<file path="config.mk">
export PLATFORM = sky130hd
export DESIGN_NAME = slice_alu
export DESIGN_NICKNAME = d
export VERILOG_FILES = /design/src/rtl/slice_alu_pkg.sv /design/src/rtl/alu_bit_slice.sv /design/src/rtl/alu_less_unit.sv /design/src/rtl/alu_zero_detect.sv /design/src/rtl/slice_alu.sv
export SDC_FILE = /design/constraint.sdc
export NUM_CORES = 1
export LEC_CHECK = 0
export ABC_AREA = 1
export ABC_CLOCK_PERIOD_IN_PS = 24900
export BUFFER_PORTS_ARGS = -buffer_cell sky130_fd_sc_hd__buf_2
export CORE_MARGIN = 2
export CORE_UTILIZATION = 40
export DETAILED_ROUTE_END_ITERATION = 8
export PLACE_DENSITY = 0.66
export REMOVE_ABC_BUFFERS = 1
export SLEW_MARGIN = 20
export SYNTH_ARGS = -nofsm -noshare
export SYNTH_HDL_FRONTEND = slang
export SYNTH_SLANG_ARGS = --single-unit
</file>
<file path="constraint.sdc">
create_clock -name vclk -period 24.9
set_input_delay 3.735 -clock vclk [all_inputs]
set_output_delay 3.735 -clock vclk [all_outputs]
set_load 0.01 [all_outputs]
</file>
<file path="src/rtl/slice_alu_pkg.sv">
package slice_alu_pkg;

    typedef enum logic [2:0] {
        OP_AND = 3'b000,
        OP_OR  = 3'b001,
        OP_ADD = 3'b010,
        OP_SUB = 3'b110,
        OP_SLT = 3'b111
    } alu_op_e;

    typedef enum logic [1:0] {
        PICK_AND  = 2'd0,
        PICK_OR   = 2'd1,
        PICK_SUM  = 2'd2,
        PICK_LESS = 2'd3
    } pick_e;

    typedef struct packed {
        logic  invert_b;
        pick_e pick;
        logic  known;
        logic  arith;
    } ctrl_t;

    typedef struct packed {
        logic res;
        logic sum;
        logic cout;
    } slice_out_t;

    function automatic ctrl_t decode_op(input logic [2:0] code);
        ctrl_t c;
        c.invert_b = code[2];
        c.pick     = pick_e'(code[1:0]);
        c.known    = (code == OP_AND) || (code == OP_OR) || (code == OP_ADD) ||
                     (code == OP_SUB) || (code == OP_SLT);
        c.arith    = (code == OP_ADD) || (code == OP_SUB);
        return c;
    endfunction

endpackage

</file>
<file path="src/rtl/alu_bit_slice.sv">
module alu_bit_slice
    import slice_alu_pkg::*;
(
    input  logic       a_bit,
    input  logic       b_bit,
    input  logic       invert_b,
    input  logic       carry_in,
    input  logic       less_in,
    input  pick_e      pick,
    output slice_out_t o
);
    logic b_eff;

    always_comb begin
        b_eff  = b_bit ^ invert_b;
        o.sum  = a_bit ^ b_eff ^ carry_in;
        o.cout = (a_bit & b_eff) | (a_bit & carry_in) | (b_eff & carry_in);
        case (pick)
            PICK_AND:  o.res = a_bit & b_eff;
            PICK_OR:   o.res = a_bit | b_eff;
            PICK_SUM:  o.res = o.sum;
            default:   o.res = less_in;
        endcase
    end
endmodule

</file>
<file path="src/rtl/alu_less_unit.sv">
module alu_less_unit (
    input  logic carry_into_msb,
    input  logic carry_out_msb,
    input  logic sum_msb,
    input  logic arith,
    output logic set_bit,
    output logic overflow
);
    logic ovf_raw;

    always_comb begin
        ovf_raw  = carry_into_msb ^ carry_out_msb;
        set_bit  = sum_msb ^ ovf_raw;
        overflow = arith & ovf_raw;
    end
endmodule

</file>
<file path="src/rtl/alu_zero_detect.sv">
module alu_zero_detect #(
    parameter int WIDTH = 32
) (
    input  logic [WIDTH-1:0] value,
    output logic             all_clear
);
    assign all_clear = ~|value;
endmodule

</file>
<file path="src/rtl/slice_alu.sv">
module slice_alu
    import slice_alu_pkg::*;
#(
    parameter int WIDTH = 32
) (
    input  logic [WIDTH-1:0] operand_a,
    input  logic [WIDTH-1:0] operand_b,
    input  logic [2:0]       op_code,
    output logic [WIDTH-1:0] result,
    output logic             is_zero,
    output logic             overflow
);
    localparam int MSB = WIDTH - 1;

    ctrl_t             ctl;
    logic [WIDTH:0]    carry;
    logic [WIDTH-1:0]  sums;
    logic [WIDTH-1:0]  raw_res;
    logic [WIDTH-1:0]  less_vec;
    logic              set_bit;
    slice_out_t        so [WIDTH];

    assign ctl      = decode_op(op_code);
    assign carry[0] = ctl.invert_b;
    assign less_vec = {{(WIDTH-1){1'b0}}, set_bit};

    for (genvar i = 0; i < WIDTH; i++) begin : g_slice
        alu_bit_slice u_slice (
            .a_bit    (operand_a[i]),
            .b_bit    (operand_b[i]),
            .invert_b (ctl.invert_b),
            .carry_in (carry[i]),
            .less_in  (less_vec[i]),
            .pick     (ctl.pick),
            .o        (so[i])
        );
        assign raw_res[i]  = so[i].res;
        assign sums[i]     = so[i].sum;
        assign carry[i+1]  = so[i].cout;
    end

    alu_less_unit u_less (
        .carry_into_msb (carry[MSB]),
        .carry_out_msb  (carry[WIDTH]),
        .sum_msb        (sums[MSB]),
        .arith          (ctl.arith),
        .set_bit        (set_bit),
        .overflow       (overflow)
    );

    assign result = ctl.known ? raw_res : '0;

    alu_zero_detect #(.WIDTH(WIDTH)) u_zero (
        .value     (result),
        .all_clear (is_zero)
    );

    always_comb begin
        if (op_code == OP_AND) begin
            assert_and_R1: assert (result == (operand_a & operand_b));
        end
        if (op_code == OP_OR) begin
            assert_or_R2: assert (result == (operand_a | operand_b));
        end
        if (op_code == OP_ADD) begin
            assert_sum_R3: assert (result == WIDTH'(operand_a + operand_b));
            assert_add_ovf_R7: assert (overflow ==
                ((operand_a[MSB] == operand_b[MSB]) && (result[MSB] != operand_a[MSB])));
        end
        if (op_code == OP_SUB) begin
            assert_diff_R4: assert (result == WIDTH'(operand_a - operand_b));
            assert_eq_R11: assert (is_zero == (operand_a == operand_b));
            assert_sub_ovf_R8: assert (overflow ==
                ((operand_a[MSB] != operand_b[MSB]) && (result[MSB] != operand_a[MSB])));
        end
        if (op_code == OP_SLT) begin
            assert_slt_R5: assert (result ==
                {{(WIDTH-1){1'b0}}, ($signed(operand_a) < $signed(operand_b))});
        end
        if (op_code == OP_AND || op_code == OP_OR || op_code == OP_SLT) begin
            assert_no_overflow_R9: assert (!overflow);
        end
        if (op_code == 3'b011 || op_code == 3'b100 || op_code == 3'b101) begin
            assert_unused_R10: assert (result == '0 && !overflow && is_zero);
        end
    end
endmodule

</file>
## Word-level counts from Yosys, hierarchy flattened

Index checks and enable logic that the tools add are counted.

- Reduce and logical (&&, ||, !) cells: 9
- Bitwise operators: 291
- Multiplexer cells: 33
- Eq/ne operators: 6

Operators by type and width:

| operator | number |
|---|---|
| $xor A1 B1 Y1 | 98 |
| $and A1 B1 Y1 | 97 |
| $or A1 B1 Y1 | 96 |
| $pmux W1 S3 | 32 |
| $mux W32 | 1 |
| $reduce_or A32 Y1 | 1 |
| $eq A3 B3 Y1 const B | 2 |
| $logic_or A1 B1 Y1 | 5 |
| $eq A3 B1 Y1 const B | 1 |
| $eq A3 B2 Y1 const B | 1 |
| $logic_not A3 Y1 | 1 |
| $eq A2 B1 Y1 const B | 1 |
| $eq A2 B2 Y1 const B | 1 |
| $logic_not A2 Y1 | 1 |
| $logic_not A1 Y1 | 1 |

- Word-level logic and storage cells: 339
- Output and inout bits: 34
- Bits of input ports: 67
- Bits in registers: 0

## Depth between registers and ports, before layout

Gate-level depths: netlist of run 1.

- Word-level depth: 103
- Gate-level depth with buffers: 48
- Depth with buffers taken out: 47

## By module

From an unflattened synthesis of run 1, not the netlist that was laid out.

- Cells, all modules: 759
- Area total of the unflattened synthesis: 4379.2 sq um

Modules (own cells, without submodules):

| module | instances | cells each | seq. area each (sq um) | area each (sq um) |
|---|---|---|---|---|
| alu_bit_slice | 32 | 20 | 0.0 | 116.4 |
| slice_alu | 1 | 77 | 0.0 | 491.7 |
| alu_zero_detect | 1 | 31 | 0.0 | 116.4 |
| alu_less_unit | 1 | 11 | 0.0 | 47.5 |

## Least setup slack after synthesis of run 1

Ideal clock, no wire load.

- Kind: input-to-output
- Start: input port op_code[2]
- End: output port is_zero
- Path buffers: 2
- Stages on the path: 45
- Setup slack: 4.511 ns
- Arrival time: 16.654 ns
- Cells stage by stage: buf_2 buf_2 xnor2_1 fa_1 inv_1 fa_1 fa_1 fa_1 fa_1 fa_1 fa_1 fa_1 fa_1 fa_1 fa_1 fa_1 fa_1 fa_1 [9 not listed] fa_1 fa_1 fa_1 fa_1 inv_1 fa_1 inv_1 fa_1 fa_1 inv_1 fa_1 or2_2 nand2_1 nor2_1 nand2_1 nor2_1 nand2_1 nor2_1

- Elaborated cells between the ends (all ways): 334

RTL lines:

| what | line | source |
|---|---|---|
| start: declaration | slice_alu.sv:8 | `input logic [2:0] op_code,` |
| $xor A1 B1 Y1 | alu_bit_slice.sv:15 | `b_eff = b_bit ^ invert_b;` |
| $and A1 B1 Y1 | alu_bit_slice.sv:17 | `o.cout = (a_bit & b_eff) \| (a_bit & carry_in) \| (b_eff & carry_in);` |
| $or A1 B1 Y1 (2 in series) | alu_bit_slice.sv:17 |  |
| $and A1 B1 Y1 | alu_bit_slice.sv:17 |  |
| $or A1 B1 Y1 (2 in series) | alu_bit_slice.sv:17 |  |
| $and A1 B1 Y1 | alu_bit_slice.sv:17 |  |
| $or A1 B1 Y1 (2 in series) | alu_bit_slice.sv:17 |  |
| $and A1 B1 Y1 | alu_bit_slice.sv:17 |  |
| [80 not listed] | - |  |
| $and A1 B1 Y1 | alu_bit_slice.sv:17 |  |
| $or A1 B1 Y1 (2 in series) | alu_bit_slice.sv:17 |  |
| $xor A1 B1 Y1 | alu_bit_slice.sv:16 | `o.sum = a_bit ^ b_eff ^ carry_in;` |
| $pmux W1 S3 | alu_bit_slice.sv:18 | `case (pick)` |
| $mux W32 * | slice_alu.sv:51 | `assign result = ctl.known ? raw_res : '0;` |
| via result[31] | slice_alu.sv:9 | `output logic [WIDTH-1:0] result,` |
| $reduce_or A32 Y1 * | alu_zero_detect.sv:7 | `assign all_clear = ~\|value;` |
| $logic_not A1 Y1 * | alu_zero_detect.sv:7 |  |
| end: declaration | slice_alu.sv:10 | `output logic is_zero,` |

The timed path passes the listed nets; every way through them passes the cells marked *.

## Worst setup path after layout of run 1

- Start: input port op_code[2]
- End: output port is_zero

- Longest elaborated chain between the ends: 103
- Elaborated cells between the ends (all ways): 334

RTL lines:

| what | line | source |
|---|---|---|
| $xor A1 B1 Y1 | alu_bit_slice.sv:15 |  |
| $and A1 B1 Y1 | alu_bit_slice.sv:17, alu_bit_slice.sv:19 |  |
| $or A1 B1 Y1 (2 in series) | alu_bit_slice.sv:17 |  |
| $and A1 B1 Y1 | alu_bit_slice.sv:17 |  |
| $or A1 B1 Y1 (2 in series) | alu_bit_slice.sv:17 |  |
| $and A1 B1 Y1 | alu_bit_slice.sv:17 |  |
| $or A1 B1 Y1 (2 in series) | alu_bit_slice.sv:17 |  |
| $and A1 B1 Y1 | alu_bit_slice.sv:17 |  |
| [83 not listed] | - |  |
| $and A1 B1 Y1 | alu_bit_slice.sv:17 |  |
| $or A1 B1 Y1 (2 in series) | alu_bit_slice.sv:17 |  |
| $xor A1 B1 Y1 | alu_less_unit.sv:12 | `ovf_raw = carry_into_msb ^ carry_out_msb;` |
| $xor A1 B1 Y1 | alu_less_unit.sv:13 | `set_bit = sum_msb ^ ovf_raw;` |
| $pmux W1 S3 | alu_bit_slice.sv:18 |  |
| $mux W32 * | slice_alu.sv:51 |  |
| $reduce_or A32 Y1 * | alu_zero_detect.sv:7 |  |
| $logic_not A1 Y1 * | alu_zero_detect.sv:7 |  |

Mark *: on every way between the ends. The rest lies on a longest branch, timed or not.

==> results of run 1 <==
==> cell usage in the layout, fill, tap and decap left out, types with 4 or more instances in the layout <==
cell                         n
sky130_fd_sc_hd__a31oi_1     8
sky130_fd_sc_hd__buf_2     101
sky130_fd_sc_hd__buf_4       5
sky130_fd_sc_hd__fa_1       32
sky130_fd_sc_hd__ha_1       64
sky130_fd_sc_hd__inv_1     105
sky130_fd_sc_hd__nand2_1   134
sky130_fd_sc_hd__nand3_1    33
sky130_fd_sc_hd__nand3b_1    6
sky130_fd_sc_hd__nor2_1     15
sky130_fd_sc_hd__o21ai_0    12
sky130_fd_sc_hd__o21ai_1     4
sky130_fd_sc_hd__xnor2_1    31
==> logic make-up after synthesis <==
kind of cell,synth area share
and+or+nand+nor,0.251
buffers and inverters,0.160
adders and majority gates,0.456
xor gates and xnor gates,0.0859
AOI/OAI and AO/OA,0.0479
==> through the flow <==
step | worst slack [ps] | std cells | hold WS (ps) | power [uW]
after detailed placement | 3710 | 661 | 8000 | 79.8
after CTS | 3700 | 661 | 8000 | 80.0
after floorplan | 4910 | 453 | 7660 | 51.2
after global placement | 3920 | 661 | 8000 | 77.4
final | 3720 | 661 | 8000 | 79.0
after global routing | 3140 | 661 | 8050 | 92.1
==> tightest hold or removal path: stages <==
cell and delay (ps):
sky130_fd_sc_hd__buf_2 120, sky130_fd_sc_hd__fa_1 160, sky130_fd_sc_hd__nand2_1 50, sky130_fd_sc_hd__nand2_1 70, sky130_fd_sc_hd__buf_2 130
==> power by group through the flow <==
stage / clock network, uW / registers [uW] / logic, uW
finish: 0 / 0 / 79.0
global route: 0 / 0 / 92.1
detailed placement: 0 / 0 / 79.8
floorplan: 0 / 0 / 51.2
CTS: 0 / 0 / 80.0
global placement: 0 / 0 / 77.4
==> layer usage <==
metal  vias up  GRT usage  routed length [um]  part of all wire
li1       1553          -                   -                 -
met1      1323      0.239                3500              0.46
met2        81      0.333                3760              0.49
met3         0     0.0106                 374             0.049
met4         0    0.00613                   0                 0
met5         -          0                   0                 0
==> final timing paths <==
| path | slack [ps] | endpoint | cells past startpoint | start |
|---|---|---|---|---|
| max | 3720 | is_zero | 46 | op_code[2] |
| min | 8000 | result[29] | 5 | operand_a[29] |
==> layout make-up <==
cell class	count	share of cell area
timing repair buffer	106	0.146
multi-input combinational	346	0.713
tap	102	0.0342
inverter	107	0.108
==> results.tsv, run 1 <==
stage	metric	value	unit
outcome	run status	finished clean	
final_layout	nets	724	
die	core area	0.00769	mm^2
die	num ports	101	
final_layout	fillcell total	847	
place	count of buffers inserted at the top-level ports	101	
final_layout	synthesis-to-layout area growth	18.1	%
detailed_routing	DRC violation total after the first TritonRoute iteration	91	
grt	via count of the first global-routing pass	2816	
yosys	commonest cells in the netlist	sky130_fd_sc_hd__nand2_1, sky130_fd_sc_hd__inv_1, sky130_fd_sc_hd__ha_1	
grt	largest net degree at the start of global routing	38	
worst_setup_path	CP most frequent cell	sky130_fd_sc_hd__fa_1	
detailed_routing	wire length reported by the detailed router	7.63	mm
final_layout	antenna diode count	0	
grt	global router's overall resource usage	0.179	
pwr	leak pwr	0.00229	uW
sta	final count of pins violating max slew	0	
place	detailed-placement wirelength estimate	6.30	mm
clocking	Post-CTS Setup Inserts	0	
detailed_routing	count of unresolved DRC violations after routing	0	
pwr	Clock power frac	0	
detailed_routing	remaining antenna violation count after routing	0	
worst_setup_path	startpoint kind of the worst setup timing path	primary input	
yosys	biggest area consumer among synthesized cells	sky130_fd_sc_hd__ha_1	
sta	final-report hold violation count	0	
sta	number of endpoints failing setup at the final stage	0	
die	die extent in y	92.9	um
worst_hold_path	worst min path class	primary input to output port	
worst_setup_path	delay of the slowest cell on the worst path	460	ps
yosys	post-synthesis average cell area	6.71	um^2
worst_setup_path	Crit path arrival time	17450	ps
worst_setup_path	buffers plus inverters on the worst setup path	7	
final_layout	clock tree buffer count of the final layout	0	
yosys	mapped cell area	0.00316	mm^2
run	Max-Cap Viols	0	
die	initial cell density of the core	0.411	
sta	Achievable Freq	47.2	MHz
detailed_routing	detailed-route via count	2957	
pwr	Internal Pwr Total	31.9	uW
sta	unrepaired setup endpoints after global routing	no	
final_layout	area taken by multi-input logic gates	0.00266	mm^2
pwr	power density relative to cell area	21.2	mW/mm^2
pwr	switching share of power	0.596	
place	placed cell area	0.00373	mm^2
sta	time the worst path needs with I/O delays and setup	21180	ps
yosys	number of distinct library cells after synthesis	21	
grt	antenna violations before repair	0	
worst_setup_path	required time of the worst setup path	21160	ps
grt	remaining global-route overflow	0	
detailed_routing	routed via count divided by cell count	4.47	
worst_setup_path	cell with the biggest individual delay on the critical path	sky130_fd_sc_hd__buf_4	
final_layout	share of the core filled with cells in the final layout	0.485	
worst_setup_path	class of the most critical setup path	primary input to output port	
final_layout	Reg area	0	um^2
place	RePlAce Congestion	0.816	
pwr	Logic pwr share	1.000	
detailed_routing	WL/cell	11.5	um
sta	Setup Total Neg Slack	0	ps
worst_setup_path	Largest delay share family, worst path	adder cells	
final_layout	sequential cell count of the final layout	0	
yosys	fraction of synthesized cell area taken by the top area cell type	0.253	
sta	slew at the pin closest to its max-slew limit	803	ps
clocking	CTS Hold Bufs	0	
yosys	most frequently used cell type in the post-synthesis netlist	sky130_fd_sc_hd__nand2_1	
die	Die Footprint	0.00863	mm^2
die	row cnt	32	
pwr	net load switching power	47.0	uW
sta	Max-slew headroom	0.463	
worst_setup_path	Worst Path Max Fanout	37	
yosys	instance count of the mapped netlist	471	
yosys	share of the yosys chip area belonging to registers	0	
detailed_routing	First-pass DRT Iterations	4	
final_layout	summed area of non-filler cells in the final layout	0.00373	mm^2
yosys	number of warnings issued by yosys	0	
pwr	part of the total power dissipated in sequential elements	0	
die	die outline width	92.9	um
grt	global-route wire length before repair	12.8	mm
pwr	Peak supply drop	0.00000849	V
worst_setup_path	Critical Path End Type	output port	
sta	share of the clock period used by the worst path	0.851	
final_layout	share of cells above drive strength 1	0.202	
yosys	dominant cells by area after synthesis	sky130_fd_sc_hd__ha_1, sky130_fd_sc_hd__fa_1, sky130_fd_sc_hd__nand2_1	
clocking	PostCTS Resize Cnt	0	
Note: power is estimated with default switching activity, not from simulation.
==> run 2: changes to the inputs <==
- CORE_UTILIZATION: 40 -> 30
- PLACE_DENSITY: 0.66 -> 0.53
==> run 2 against run 1 <==
Net effect:
- via count about the same
- worst hold slack better by 6.8 ps
- first-iteration DRC count down 44%
- sequential share of layout area unchanged
- power up 1.7%
- sequential cell count unchanged
- final cell count up 5.0%
- critical endpoint unchanged
- non-clock buffer count down 1
- cell area up 1.0%
- fmax up 0.16%
- worst setup slack better by 33 ps
- global-route usage down 2.7 points
==> results.tsv, run 2 (synthesis gave the netlist of run 1 again) <==
stage	metric	value	unit
sta	unrepaired setup endpoints after global routing	no	
detailed_routing	First-pass DRT Iterations	4	
detailed_routing	count of unresolved DRC violations after routing	0	
sta	Achievable Freq	47.3	MHz
sta	time the worst path needs with I/O delays and setup	21150	ps
detailed_routing	detailed-routing wirelength on met1	3.73	mm
outcome	run status	finished clean	
place	count of buffers inserted at the top-level ports	101	
detailed_routing	wire length reported by the detailed router	8.41	mm
pwr	Logic pwr share	1.000	
final_layout	most used cells in the layout excluding fill and tap cells	sky130_fd_sc_hd__nand2_1, sky130_fd_sc_hd__inv_1, sky130_fd_sc_hd__buf_2	
detailed_routing	amount of wire on met3 after detailed routing	418	um
worst_setup_path	Worst Path Max Fanout	37	
grt	remaining global-route overflow	0	
final_layout	final std cells w/o fill	694	
final_layout	clock tree buffer count of the final layout	0	
worst_hold_path	worst min path class	primary input to output port	
detailed_routing	highest routing layer actually used	met4	
place	number of cells after detailed placement	694	
die	die outline width	107	um
final_layout	synthesis-to-layout area growth	19.2	%
sta	number of endpoints failing setup at the final stage	0	
final_layout	share of cells above drive strength 1	0.203	
worst_setup_path	startpoint kind of the worst setup timing path	primary input	
pwr	Peak supply drop	0.0000112	V
worst_setup_path	delay of the slowest cell on the worst path	480	ps
grt	global-route wire length before repair	14.2	mm
die	Die Footprint	0.0114	mm^2
pwr	Clock power frac	0	
detailed_routing	met2 wirelength from detailed routing	4.10	mm
clocking	CTS Hold Bufs	0	
die	num ports	101	
final_layout	antenna diode count	0	
grt	antenna violations before repair	0	
grt	largest net degree at the start of global routing	38	
final_layout	nets	723	
sta	final-report hold violation count	0	
sta	slew at the pin closest to its max-slew limit	969	ps
worst_setup_path	required time of the worst setup path	21160	ps
die	initial cell density of the core	0.308	
detailed_routing	WL/cell	12.1	um
worst_setup_path	Crit path arrival time	17410	ps
worst_setup_path	Critical Path End Type	output port	
pwr	power density relative to cell area	21.3	mW/mm^2
pwr	leak pwr	0.00228	uW
die	die extent in y	107	um
grt	via count of the first global-routing pass	3042	
die	row cnt	37	
final_layout	sequential cell count of the final layout	0	
sta	share of the clock period used by the worst path	0.849	
detailed_routing	detailed-route via count	2959	
pwr	switching share of power	0.599	
worst_setup_path	CP most frequent cell	sky130_fd_sc_hd__fa_1	
detailed_routing	remaining antenna violation count after routing	0	
place	detailed-placement wirelength estimate	6.89	mm
sta	Max-slew headroom	0.354	
final_layout	share of the core filled with cells in the final layout	0.367	
sta	Setup Total Neg Slack	0	ps
clocking	Post-CTS Setup Inserts	0	
pwr	part of the total power dissipated in sequential elements	0	
place	RePlAce Congestion	0.814	
sta	final count of pins violating max slew	0	
worst_setup_path	class of the most critical setup path	primary input to output port	
final_layout	leading cell type in the layout, fill and taps excluded	sky130_fd_sc_hd__nand2_1	
grt	global router's overall resource usage	0.151	
pwr	Internal Pwr Total	32.2	uW
detailed_routing	DRC violation total after the first TritonRoute iteration	51	
final_layout	Reg area	0	um^2
detailed_routing	routed via count divided by cell count	4.26	
die	core area	0.0103	mm^2
clocking	PostCTS Resize Cnt	0	
worst_setup_path	cell with the biggest individual delay on the critical path	sky130_fd_sc_hd__buf_4	
run	Max-Cap Viols	0	
pwr	net load switching power	48.1	uW
[run 2: cell count changes in the layout (fill, tap and decap cells not counted)]
cell	before	now
sky130_fd_sc_hd__buf_4	5	4
sky130_fd_sc_hd__nor2_2	1	2
sky130_fd_sc_hd__nor2_1	15	14
[run 2: stage by stage]
step	cell area [um^2]	power, uW	setup slack [ps]	hold WS (ps)
after detailed placement	3770	81.9	3700	8020
after floorplan	3060	51.2	4910	7660
after global placement	3770	79.3	3900	8010
after CTS	3770	82.1	3670	8020
final	3770	80.3	3750	8000
after global routing	3770	94.7	3120	8050
[run 2: worst max-delay path: cells and delay by family]
family / cells / cell delay (ps)
xor+xnor: 1 / 260
simple gates: 7 / 600
buf+inv: 7 / 950
fa+ha+maj: 31 / 11860
[run 2: area by class of cell]
cell class	count	area (um^2)
multi-input combinational	346	2660
timing repair buffer	105	536
tap	136	170
fill	1158	6510
inverter	107	402
[run 2: final timing paths]
kind	start	to	slack, ps	cells after the start
worst max-delay path	op_code[2]	is_zero	3750	46
worst min-delay path	operand_a[31]	overflow	8000	4
[run 2: metal layers]
metal,global-route usage,up-vias
met1,0.197,1329
met2,0.279,72
met4,0.0223,0
met5,0,-
li1,-,1547
met3,0.0109,11
[run 2: power groups by stage]
stage	combinational (uW)	clock, uW	sequential (uW)
after floorplan	51.2	0	0
after global placement	79.3	0	0
after detailed placement	81.9	0	0
after CTS	82.1	0	0
after global routing	94.7	0	0
final	80.3	0	0
==> run 3: changes to the inputs <==
- ABC_CLOCK_PERIOD_IN_PS: 24900 -> 17000
- PLACE_DENSITY: 0.53 -> 0.55
- clock period: 24.9 -> 17 ns (I/O delays scaled with it)
==> run 3 against run 2 <==
Net effect:
- combinational power up 61%
- die area stayed put
- sequential cell count stayed put
- utilization rose by 2.5 points
- critical endpoint unchanged
==> results.tsv, run 3 (synthesis gave the netlist of run 1 again) <==
stage	metric	value	unit
place	detailed-placement wirelength estimate	6.93	mm
detailed_routing	wire length reported by the detailed router	8.53	mm
grt	via count of the first global-routing pass	3056	
die	row cnt	37	
grt	antenna violations before repair	0	
detailed_routing	remaining antenna violation count after routing	0	
sta	Max-slew headroom	0.366	
sta	slew at the pin closest to its max-slew limit	950	ps
clocking	CTS Hold Bufs	0	
detailed_routing	detailed-routing wirelength on met1	3.89	mm
die	die extent in y	107	um
final_layout	sequential cell count of the final layout	0	
sta	unrepaired setup endpoints after global routing	yes	
place	worst slack at placement	-1380	ps
worst_hold_path	worst min path class	primary input to output port	
detailed_routing	DRC violation total after the first TritonRoute iteration	55	
grt	global-route wire length before repair	14.0	mm
sta	Achievable Freq	59.1	MHz
worst_setup_path	Worst Path Max Fanout	4	
die	core area	0.0103	mm^2
sta	final-report hold violation count	0	
final_layout	area taken by multi-input logic gates	0.00276	mm^2
detailed_routing	highest routing layer actually used	met4	
worst_setup_path	Critical Path End Type	output port	
sta	share of the clock period used by the worst path	0.996	
detailed_routing	detailed-route via count	3073	
die	die outline width	107	um
place	number of cells after detailed placement	712	
place	count of buffers inserted at the top-level ports	101	
pwr	power density relative to cell area	32.1	mW/mm^2
sta	time the worst path needs with I/O delays and setup	16920	ps
final_layout	most used cells in the layout excluding fill and tap cells	sky130_fd_sc_hd__nand2_1, sky130_fd_sc_hd__inv_1, sky130_fd_sc_hd__buf_2	
detailed_routing	amount of wire on met3 after detailed routing	295	um
final_layout	nets	742	
final_layout	leading cell type in the layout, fill and taps excluded	sky130_fd_sc_hd__nand2_1	
final_layout	clock tree buffer count of the final layout	0	
final_layout	synthesis-to-layout area growth	27.3	%
final_layout	share of the core filled with cells in the final layout	0.392	
run	Max-Cap Viols	0	
worst_setup_path	class of the most critical setup path	primary input to output port	
final_layout	share of cells above drive strength 1	0.300	
pwr	leak pwr	0.00235	uW
detailed_routing	routed via count divided by cell count	4.31	
grt	largest net degree at the start of global routing	26	
worst_setup_path	delay of the slowest cell on the worst path	390	ps
pwr	Peak supply drop	0.0000142	V
final_layout	antenna diode count	0	
sta	final count of pins violating max slew	0	
die	Die Footprint	0.0114	mm^2
worst_setup_path	required time of the worst setup path	14450	ps
worst_setup_path	startpoint kind of the worst setup timing path	primary input	
sta	post-layout worst setup margin	75.4	ps
detailed_routing	met2 wirelength from detailed routing	4.28	mm
final_layout	final std cells w/o fill	713	
worst_setup_path	CP most frequent cell	sky130_fd_sc_hd__fa_2	
pwr	Power Total	129	uW
die	initial cell density of the core	0.308	
outcome	run status	finished clean	
die	num ports	101	
detailed_routing	WL/cell	12.0	um
detailed_routing	count of unresolved DRC violations after routing	0	
place	RePlAce Congestion	0.778	
worst_setup_path	cell with the biggest individual delay on the critical path	sky130_fd_sc_hd__fa_1	
detailed_routing	First-pass DRT Iterations	4	
sta	number of endpoints failing setup at the final stage	0	
final_layout	fillcell total	1135	
sta	Post-Route Hold Slack	5640	ps
grt	global router's overall resource usage	0.150	
grt	remaining global-route overflow	0	
worst_setup_path	Crit path arrival time	14370	ps
final_layout	Reg area	0	um^2
==> run 3: worst paths after layout <==
check / start / end / slack (ps) / depth (start not counted)
hold / removal: operand_a[31] / overflow / 5640 / 4
setup / recovery: op_code[2] / is_zero / 80 / 46
==> run 3: what timing repair did <==
action	in CTS	in global routing
endpoints found under the setup margin	7	4
gates resized for setup	29	19
cloned	0	0
setup buffers	0	1
pin swaps	0	1
==> run 3: stage by stage <==
stage	instance area (um^2)	TNS, ps
after floorplan	3060	-1190
after global placement	3900	-4120
after detailed placement	3900	-5410
after CTS	3980	-86.4
after global routing	4020	-279
final	4020	0
==> run 3: area by class of cell <==
type                       count  share of cell area
inverter                     107              0.0998
timing repair buffer         124               0.173
multi-input combinational    346               0.685
tap                          136              0.0423
==> run 3: routing by layer <==
layer	up-vias	global-route usage
met3	6	0.00729
li1	1589	-
met2	60	0.284
met1	1418	0.195
met4	0	0.0121
met5	-	0
==> run 3: where the power goes <==
part | switching (uW) | internal (uW) | leakage [uW]
clock | 0 | 0 | 0
sequential | 0 | 0 | 0
combinational | 73.5 | 55.8 | 0.00235
==> run 3: critical path: cells and delay by family <==
| kind | cells | cell delay, ps |
|---|---|---|
| xor gates and xnor gates | 1 | 130 |
| adders and majority gates | 31 | 10520 |
| buffers and inverters | 7 | 590 |
| and+or+nand+nor | 7 | 580 |
